--- src/rtl/vmc_pkg.sv ---
`timescale 1ns/1ps
package vmc_pkg;
  localparam int CONSTR_LEN = 3;
  localparam int MEM_LEN    = CONSTR_LEN - 1;
  localparam int NUM_ST     = 1 << MEM_LEN;
  localparam int SYM_W      = 2;
  localparam int NUM_CODES  = 1 << SYM_W;
  localparam int BM_W       = 2;

  // Transition output for leaving state prev with input bit_in.
  // Bit 1: generator 1+X+X^2, bit 0: generator 1+X^2.
  function automatic logic [SYM_W-1:0] branch_code(input logic [MEM_LEN-1:0] prev,
                                                   input logic bit_in);
    return {bit_in ^ prev[1] ^ prev[0], bit_in ^ prev[0]};
  endfunction
endpackage

--- src/rtl/vmc_branch_metric.sv ---
`timescale 1ns/1ps
module vmc_branch_metric
  import vmc_pkg::*;
(
  input  logic [SYM_W-1:0]          sym,
  output logic [NUM_CODES*BM_W-1:0] bm_flat
);
  for (genvar c = 0; c < NUM_CODES; c++) begin : g_code
    logic [SYM_W-1:0] diff;
    assign diff = sym ^ SYM_W'(c);
    always_comb begin
      bm_flat[c*BM_W +: BM_W] = '0;
      for (int b = 0; b < SYM_W; b++)
        bm_flat[c*BM_W +: BM_W] = bm_flat[c*BM_W +: BM_W] + BM_W'(diff[b]);
    end
  end
endmodule

--- src/rtl/vmc_acs_cell.sv ---
`timescale 1ns/1ps
module vmc_acs_cell
  import vmc_pkg::*;
#(
  parameter int PM_W = 6
) (
  input  logic            clk,
  input  logic            rst,
  input  logic [PM_W-1:0] pm_a,
  input  logic [PM_W-1:0] pm_b,
  input  logic [BM_W-1:0] bm_a,
  input  logic [BM_W-1:0] bm_b,
  output logic [PM_W:0]   sum_sel,
  output logic            dec
);
  logic [PM_W:0] sum_a, sum_b;

  assign sum_a   = {1'b0, pm_a} + (PM_W+1)'(bm_a);
  assign sum_b   = {1'b0, pm_b} + (PM_W+1)'(bm_b);
  assign dec     = (sum_b < sum_a);
  assign sum_sel = dec ? sum_b : sum_a;

  AST_SEL_IS_MIN: assert property (@(posedge clk) disable iff (rst)
    (sum_sel <= sum_a) && (sum_sel <= sum_b));
  AST_TIE_LOWER: assert property (@(posedge clk) disable iff (rst)
    (pm_a + bm_a == pm_b + bm_b) && ({1'b0,pm_a} + bm_a == sum_sel) |-> !dec);
endmodule

--- src/rtl/vmc_renorm.sv ---
`timescale 1ns/1ps
module vmc_renorm
  import vmc_pkg::*;
#(
  parameter int PM_W = 6
) (
  input  logic                     clk,
  input  logic                     rst,
  input  logic [NUM_ST*(PM_W+1)-1:0] sums,
  output logic [NUM_ST*PM_W-1:0]     pm_out
);
  localparam int SW = PM_W + 1;
  localparam logic [SW-1:0] HALF = SW'(1 << (PM_W-1));

  logic [SW-1:0] lo;
  logic          do_sub;

  always_comb begin
    lo = sums[0 +: SW];
    for (int s = 1; s < NUM_ST; s++)
      if (sums[s*SW +: SW] < lo) lo = sums[s*SW +: SW];
    do_sub = (lo >= HALF);
    for (int s = 0; s < NUM_ST; s++)
      pm_out[s*PM_W +: PM_W] = PM_W'(sums[s*SW +: SW] - (do_sub ? lo : '0));
  end

  for (genvar s = 0; s < NUM_ST; s++) begin : g_chk
    AST_NO_OVERFLOW: assert property (@(posedge clk) disable iff (rst)
      sums[s*SW+PM_W] == 1'b0);
  end
endmodule

--- src/rtl/vmc_metric_core.sv ---
`timescale 1ns/1ps
module vmc_metric_core
  import vmc_pkg::*;
#(
  parameter int PM_W = 6
) (
  input  logic                   clk,
  input  logic                   rst,
  input  logic                   in_valid,
  output logic                   in_ready,
  input  logic [1:0]             in_sym,
  input  logic                   in_sof,
  output logic                   out_valid,
  input  logic                   out_ready,
  output logic [4*PM_W-1:0]      out_pm,
  output logic [3:0]             out_dec
);
  localparam int SW = PM_W + 1;
  localparam logic [PM_W-1:0] INIT_PM = PM_W'(1 << (PM_W-2));
  localparam logic [PM_W-1:0] HALF    = PM_W'(1 << (PM_W-1));

  logic [PM_W-1:0]              pm_q   [NUM_ST];
  logic [PM_W-1:0]              old_pm [NUM_ST];
  logic [NUM_CODES*BM_W-1:0]    bm_flat;
  logic [NUM_ST*SW-1:0]         sums_flat;
  logic [NUM_ST*PM_W-1:0]       pm_new_flat;
  logic [NUM_ST-1:0]            dec_w;
  logic                         accept;
  logic [PM_W-1:0]              lowest_q;

  assign in_ready = !out_valid || out_ready;
  assign accept   = in_valid && in_ready;

  always_comb begin
    for (int s = 0; s < NUM_ST; s++) begin
      if (in_sof) old_pm[s] = (s == 0) ? '0 : INIT_PM;
      else        old_pm[s] = pm_q[s];
      out_pm[s*PM_W +: PM_W] = pm_q[s];
    end
  end

  vmc_branch_metric u_bm (
    .sym     (in_sym),
    .bm_flat (bm_flat)
  );

  for (genvar n = 0; n < NUM_ST; n++) begin : g_state
    localparam int PA = 2 * (n % 2);
    localparam int PB = PA + 1;
    localparam int CA = int'(branch_code(MEM_LEN'(PA), 1'(n / 2)));
    localparam int CB = int'(branch_code(MEM_LEN'(PB), 1'(n / 2)));
    vmc_acs_cell #(.PM_W(PM_W)) u_acs (
      .clk     (clk),
      .rst     (rst),
      .pm_a    (old_pm[PA]),
      .pm_b    (old_pm[PB]),
      .bm_a    (bm_flat[CA*BM_W +: BM_W]),
      .bm_b    (bm_flat[CB*BM_W +: BM_W]),
      .sum_sel (sums_flat[n*SW +: SW]),
      .dec     (dec_w[n])
    );
  end

  vmc_renorm #(.PM_W(PM_W)) u_norm (
    .clk    (clk),
    .rst    (rst),
    .sums   (sums_flat),
    .pm_out (pm_new_flat)
  );

  always_ff @(posedge clk) begin
    if (rst) begin
      for (int s = 0; s < NUM_ST; s++) pm_q[s] <= (s == 0) ? '0 : INIT_PM;
      out_dec   <= '0;
      out_valid <= 1'b0;
    end else if (accept) begin
      for (int s = 0; s < NUM_ST; s++) pm_q[s] <= pm_new_flat[s*PM_W +: PM_W];
      out_dec   <= dec_w;
      out_valid <= 1'b1;
    end else if (out_ready) begin
      out_valid <= 1'b0;
    end
  end

  always_comb begin
    lowest_q = pm_q[0];
    for (int s = 1; s < NUM_ST; s++)
      if (pm_q[s] < lowest_q) lowest_q = pm_q[s];
  end

  AST_HOLD_STALL: assert property (@(posedge clk) disable iff (rst)
    out_valid && !out_ready |=> out_valid && $stable(out_pm) && $stable(out_dec));
  AST_ACCEPT_LATENCY: assert property (@(posedge clk) disable iff (rst)
    in_valid && in_ready |=> out_valid);
  AST_MIN_BELOW_HALF: assert property (@(posedge clk) disable iff (rst)
    out_valid |-> lowest_q < HALF);
  AST_SOF_ORIGIN: assert property (@(posedge clk) disable iff (rst)
    in_valid && in_ready && in_sof |=> out_pm[PM_W-1:0] <= PM_W'(2));
endmodule

--- config.mk ---
export PLATFORM = sky130hd
export DESIGN_NAME = vmc_metric_core
export DESIGN_NICKNAME = d
export VERILOG_FILES = /design/src/rtl/vmc_pkg.sv /design/src/rtl/vmc_branch_metric.sv /design/src/rtl/vmc_acs_cell.sv /design/src/rtl/vmc_renorm.sv /design/src/rtl/vmc_metric_core.sv
export SDC_FILE = /design/constraint.sdc
export NUM_CORES = 1
export LEC_CHECK = 0
export BUFFER_PORTS_ARGS = -buffer_cell sky130_fd_sc_hd__buf_2
export CORE_MARGIN = 5
export CORE_UTILIZATION = 39
export CTS_CLUSTER_SIZE = 30
export DETAILED_ROUTE_END_ITERATION = 16
export SLEW_MARGIN = 25
export SYNTH_ARGS = -nofsm -noshare
export SYNTH_HDL_FRONTEND = slang
export SYNTH_SLANG_ARGS = --single-unit
--- constraint.sdc ---
create_clock -name clk -period 34.8 [get_ports clk]
set_input_delay 5.22 -clock clk [delete_from_list [all_inputs] [get_ports clk]]
set_output_delay 5.22 -clock clk [all_outputs]
set_load 0.02 [all_outputs]
Word-level counts from Yosys, hierarchy flattened --
Memories as Yosys holds them, arrays and structs flattened. Cells that the tools add are included.
Operators by class: mux-type cells 23, reductions and logical operators 4, $lt $le $gt $ge 8, add/subtract/negate cells 16, bitwise logic cells 7
Operators by type and width (count):
- $add 6x2->7 | 8
- $mux 6 | 9
- $lt 7x7->1 | 7
- $mux 7 | 7
- $sub 6x6->6 | 4
- $add 1x1->2 | 4
- $ge 7x6->1 const B | 1
- $mux 1 | 7
- $or 1x1->1 | 4
- $not 1->1 | 2
- $not 2->2 | 1
- $reduce_bool 2->1 | 1
- $logic_and 1x1->1 | 1
- $logic_not 1->1 | 1
- $logic_or 1x1->1 | 1
Storage, ports and cells: output and inout bits 30, RAM bits 24, word-level logic and storage cells 61, memories kept 1, flip-flop bits (word level) 5, bits of input ports 7
Memories:
- pm_q | words 4, bits a word 6, read ports 4, clocked after memory_dff 0, wr ports 4, RTL line vmc_metric_core.sv:22 | logic [PM_W-1:0] pm_q [NUM_ST];

Depth between registers and ports, before layout --
Gate-level depths: netlist of run 1.
depth in word-level cells 15, gate-level depth with buffers 58

Hierarchy --
From an unflattened synthesis of run 1, not the netlist that was laid out.
Second synthesis, totals: cells, all modules 548, area total of the unflattened synthesis 4834.6 um^2
By module, submodules not included:
- vmc_renorm | area each 1522.7 um^2, times used 1, cells an instance 192
- vmc_metric_core | area each 1268.7 um^2, times used 1, cells an instance 99
- vmc_acs_cell at g_state[2].u_acs ... | area each 493.0 um^2, times used 2, cells an instance 62
- vmc_acs_cell at g_state[0].u_acs ... | area each 490.5 um^2, times used 2, cells an instance 62
- vmc_branch_metric | area each 76.3 um^2, times used 1, cells an instance 9

Worst setup path after synthesis of run 1 --
OpenSTA, ideal clock, no wires.
path type input-to-reg, start point in in_sof, end point mem pm_q[2][5] (data pin), path buffers 8, stages on the path 54, data required time 34.534 ns, arrival time 15.678 ns, slack 18.856 ns, path through buf_2 > clkbuf_1 > buf_1 > clkbuf_1 > nor2b_1 > ha_1 > fa_1 > xor2_1 > inv_1 > ha_1 > a2111oi_4 > o32ai_1 > a22o_1 > a311oi_2 > nor2_1 > a21oi_1 > ha_1 > a41oi_1 > (+18 left out) > a21o_1 > a21oi_1 > nand3_1 > or3_4 > o221a_4 > buf_4 > o211ai_1 > o31a_1 > and2_1 > ha_1 > inv_1 > a21o_1 > a21o_1 > a21o_1 > a21oi_1 > xor2_1 > xnor2_1 > nor2_1
RTL lines:
- start: declaration | RTL line vmc_metric_core.sv:12 | input logic in_sof,
- end: declaration | RTL line vmc_metric_core.sv:22

==> results_dict.tcl, run 1 <==
set metrics [dict create \
    io_pins 37 \
    grt_start_max_net_pins 36 \
    overflow 0 \
    ys_top_cells_by_area "ha_1, edfxtp_1, nor2_1" \
    clockBufferDepth 2 \
    tightest_slew_ns 1.05 \
    critPathArrivalTime_ns 17.03 \
    synth_top_area_frac 0.170 \
    ctsResizeCount 0 \
    final_util 0.434 \
    drtPass1Iterations 6 \
    ys_warn_count 0 \
    htreeDepth 2 \
    fin_skew_ns 0.00354 \
    endpoint_kind "flip-flop" \
    holdBufCountCts 0 \
    core-area_um2 12700 \
    clkTransAtPathRegs_ns 0.05 \
    cp_max_fo 35 \
    clockRootBuffer "clkbuf_16" \
    initial_core_util 0.399 \
    cts_tree "yes" \
    yosysSeqAreaShare 0.161 \
    fin_cells 820 \
    holdPathStages 2 \
    synth.avg_cell_area_um2 8.14 \
    setup_viol 0 \
    layout_min_cycle_time_ns 17.01 \
    antenna_found_initial 0 \
    dp_cells 812 \
    crit_path_frequent_cell "ha_1" \
    ys_seq_elements 29 \
    gp_congestion 1.01 \
    drtIter0Drc 441 \
    num_vias 4709 \
    synthArstFlopShare 0 \
    port_buffers 36 \
    area_delta_synth_final_pct 8.64 \
    vias_per_cell 5.74 \
    grt_use_total 0.193 \
    first_global_vias 4543 \
    drv_cap 0 \
    tns_ns 0 \
    synth_area_um2 5080 \
    die_h_um 124 \
    crit_type "primary input to flip-flop" \
    hold_path.class "flip-flop to flip-flop" \
    yosysMostFrequentCell "nor2_1" \
    synth.distinct_cells 85 \
    post-dp-hpwl_mm 12.0 \
    diodes 0 \
    reg2reg_depth 44 \
    start_kind "primary input" \
    finalMaxSlewViolations 0 \
    numCtsBuffers 5 \
    drt-total-wl_mm 14.6 \
    synth_commonest_cells "nor2_1, ha_1, nand2_1, a21oi_1, inv_1" \
    clock_latency_ns 0.28 \
    period_share 0.489 \
    drtAntennaViolNets 0 \
    slew-limit-headroom 0.294 \
    final_nets 728 \
    synth_nets 705 \
    synthDominantAreaCellType "ha_1" \
    drive_above_1_share 0.120 \
    cp_slowest_stage_delay_ns 0.85 \
    critPathSlowestCell "nor2b_1" \
    grt_pass1_wl_mm 23.3 \
    die_x_um 124 \
    rsz0062_at_grt "no" \
    syn_inst 624 \
    dieArea_um2 15400 \
    wl_per_cell_um 17.8 \
    fmax_ghz 0.0588 \
    hold_viol 0 \
    synth_edf_count 24 \
    cts_sinks 29 \
    rows 41 \
    worstPathRequired_ns 34.82 \
    postCtsSetupBuffers 0 \
    synthFlopType "edfxtp_1" \
    drc_errors 0 \
    status "completed" \
]
[placed cells by master (no fill, tap or decap), types with 4 or more instances in the layout]
master,n
o21ai_0,21
dfxtp_1,5
or3_1,6
edfxtp_1,24
nand3b_1,5
nand2b_1,8
nor3b_1,5
xor2_1,20
clkbuf_16,5
mux2_2,8
o211ai_1,5
buf_2,36
and2_1,12
nor2_1,71
mux2i_1,17
a21o_1,23
fa_1,5
a21oi_1,45
xnor2_1,24
o221ai_1,4
ha_1,69
o22ai_1,5
nor2b_1,12
nand3_1,10
o21a_1,9
maj3_1,8
nor3_1,7
nand2_1,53
and3_1,4
inv_1,42
[path summary, 6_finish.rpt]
check | startpoint | endpoint | slack (ns)
worst max-delay path | in_sof | pm_q[2][5] | 17.79
worst min-delay path | out_dec[3] | out_dec[3] | 0.45
worst max register to register | pm_q[1][0] | pm_q[2][5] | 23.13
worst min register to register | out_dec[3] | out_dec[3] | 0.45
[critical path: cells and delay by family]
kind / cells / cell delay (ns)
mux: 2 / 0.41
compound gates: 24 / 5.97
simple gates: 9 / 2.24
fa+ha+maj: 6 / 1.83
buf+inv: 2 / 0.97
xor+xnor: 3 / 0.41
[flip-flops by register name, summed over array words and instances (netlist names)]
name / count
out_dec: 4
out_valid: 1
pm_q: 24
[logic make-up (layout without fill, tap and decap cells)]
| family | count (synthesis) | after routing | synth area share |
|---|---|---|---|
| xor gates and xnor gates | 44 | 44 | 0.0758 |
| adders and majority gates | 83 | 83 | 0.208 |
| AOI/OAI and AO/OA | 164 | 164 | 0.229 |
| buffers and inverters | 64 | 88 | 0.0546 |
| muxes | 31 | 31 | 0.0709 |
| DFF | 29 | 29 | 0.161 |
| and+or+nand+nor | 209 | 209 | 0.200 |
[routing by layer]
layer,share of wire,vias to the layer above,global-route usage
met5,0,-,0
li1,-,2305,-
met2,0.47,160,0.334
met4,0.020,0,0.0582
met1,0.45,2219,0.253
met3,0.053,25,0.0209
[per-stage QoR]
stage,hold WS [ns],setup slack [ns],instance area [um^2]
floorplan,0.538,18.86,5080
global placement,0.437,18.14,5370
detailed placement,0.439,17.68,5370
CTS,0.452,17.95,5520
global route,0.484,16.73,5520
finish,0.448,17.79,5520
[area by class of cell]
cell class | instances | area [um^2]
fill | 1314 | 7200
multi-input combinational | 531 | 3980
sequential | 29 | 821
tap | 172 | 215
timing repair buffer | 37 | 188
inverter | 43 | 161
clock buffer | 6 | 139
clock inverter | 2 | 13.8
Power of run 1 is not shown: default switching activity piles up to over one toggle a cycle in this logic, so the estimate is an artifact.
==> run 2: changes to the inputs <==
clock period = 17.4 ns   (was 34.8 ns; I/O delays follow)
==> run 2 against run 1 <==
Effect of this change: critical path depth unchanged; first-iteration DRC count down 7.5%; non-clock buffer count grew 1; register-to-register slack worse by 18 ns; design area is 0.57% higher; final cell count rose by 0.12%; critical endpoint is now pm_q[2][4]; sequential cell count did not move; clock-buffer cell count stayed put; wire length increased by 0.57%; global-route usage hardly changed; worst hold slack improved by 0.013 ns.
==> results_dict.tcl, run 2 (synthesis results as in run 1) <==
set metrics [dict create \
    status "completed" \
    clockBufferDepth 2 \
    clockRootBuffer "clkbuf_16" \
    drt-met1-wl_mm 6.90 \
    largest_reg_flops 24 \
    area_delta_synth_final_pct 9.26 \
    hp-start "out_dec[3]" \
    rr_endpoint "pm_q[2][4]" \
    dieArea_um2 15400 \
    crit_type "primary input to flip-flop" \
    cp_max_fo 35 \
    wl_per_cell_um 17.9 \
    r2r_setup_slack_ns 5.60 \
    holdPathEnd "out_dec[3]" \
    vias_per_cell 5.69 \
    setup_viol 0 \
    clock_latency_ns 0.28 \
    crit_path_frequent_cell "ha_1" \
    initial_core_util 0.399 \
    reg_top3 "pm_q (24), out_dec (4), out_valid (1)" \
    critPathSlowestCell "nor2b_1" \
    drtAntennaViolNets 0 \
    period_share 0.831 \
    post-dp-hpwl_mm 12.1 \
    drtIter0Drc 408 \
    ctsResizeCount 0 \
    core-area_um2 12700 \
    drive_above_1_share 0.122 \
    holdPathStages 2 \
    final_nets 729 \
    worstPathRequired_ns 17.40 \
    place_area_um2 5380 \
    overflow 0 \
    dr_wl_met2_mm 6.83 \
    first_global_vias 4375 \
    cts_sinks 29 \
    drt-total-wl_mm 14.7 \
    multi_input_area_um2 3980 \
    endpoint_kind "flip-flop" \
    hold_path.class "flip-flop to flip-flop" \
    final_cell_mix "nor2_1, ha_1, nand2_1" \
    regMostFlops "pm_q" \
    die_x_um 124 \
    layout_min_cycle_time_ns 14.45 \
    fin_skew_ns 0.00636 \
    numCtsBuffers 5 \
    die_h_um 124 \
    rows 41 \
    seq_area_um2 821 \
    fmax_ghz 0.0692 \
    num_vias 4675 \
    tns_ns 0 \
    grt_pass1_wl_mm 23.1 \
    reg2reg_depth 44 \
    fin_area_um2 5550 \
    diodes 0 \
    cp_slowest_stage_delay_ns 0.84 \
    drtPass1Iterations 5 \
    cts_tree "yes" \
    reg2reg_from "pm_q[1][0]" \
    hold_viol 0 \
    clkTransAtPathRegs_ns 0.05 \
    htreeDepth 2 \
    port_buffers 36 \
    drc_errors 0 \
    wl_met3_um 606 \
    finalMaxSlewViolations 0 \
    antenna_found_initial 0 \
    slew-limit-headroom 0.321 \
    grt_start_max_net_pins 36 \
    start_kind "primary input" \
    drv_cap 0 \
    nFillCells 1299 \
    layout_commonest_cell "nor2_1" \
    grt_use_total 0.193 \
    rsz0062_at_grt "no" \
    postCtsSetupBuffers 0 \
    holdBufCountCts 0 \
    tightest_slew_ns 1.02 \
    critPathArrivalTime_ns 14.45 \
    gp_congestion 0.990 \
    io_pins 37 \
    dr.max_layer_used "met4" \
]
run 2: cell count changes in the layout (fill, tap and decap cells not counted):
cell        change
clkinvlp_4      +1
clkinv_4        -1
bufinv_16       +1
clkinv_2        -1
buf_4           +1
run 2: through the flow:
step	worst slack [ns]	std cells	util	hold WS, ns
2_1_floorplan	4.07	624	-	0.538
3_3_place_gp	3.36	813	0.423	0.439
3_5_place_dp	2.85	813	0.423	0.445
4_1_cts	3.16	821	0.436	0.461
5_1_grt	2.02	821	0.436	0.492
6_report	2.95	821	0.436	0.460
run 2: worst max path at each step:
stage | from | end | slack, ns | cells after the start
4_1_cts | in_sof | pm_q[2][4] | 3.16 | 46
3_3_place_gp | in_sof | pm_q[2][5] | 3.36 | 45
5_1_grt | in_sof | pm_q[2][5] | 2.02 | 48
3_5_place_dp | in_sof | pm_q[2][4] | 2.85 | 46
6_report | in_sof | pm_q[2][4] | 2.95 | 46
2_1_floorplan | in_sof | pm_q[2][5] | 4.07 | 54
run 2: area by class of cell:
cell class | instances | area share
well taps | 172 | 0.0388
clock buffers | 6 | 0.0250
clock inverters | 2 | 0.00676
flip-flops and latches | 29 | 0.148
repair buffers | 38 | 0.0352
inverters | 43 | 0.0291
multi-input cells | 531 | 0.717
run 2: routing by layer:
layer / vias to the layer above / global-route usage
met3: 24 / 0.0182
met4: 0 / 0.0616
met1: 2211 / 0.259
li1: 2308 / -
met5: - / 0
met2: 132 / 0.325
run 2: critical path: cells and delay by family:
| kind | cells | cell delay, ns |
|---|---|---|
| AOI/OAI and AO/OA | 22 | 5.58 |
| and+or+nand+nor | 10 | 2.49 |
| adders and majority gates | 7 | 2.01 |
| buffers and inverters | 3 | 1.02 |
| muxes | 2 | 0.44 |
| xor gates and xnor gates | 2 | 0.29 |
Power of run 2 is left out for the same reason.
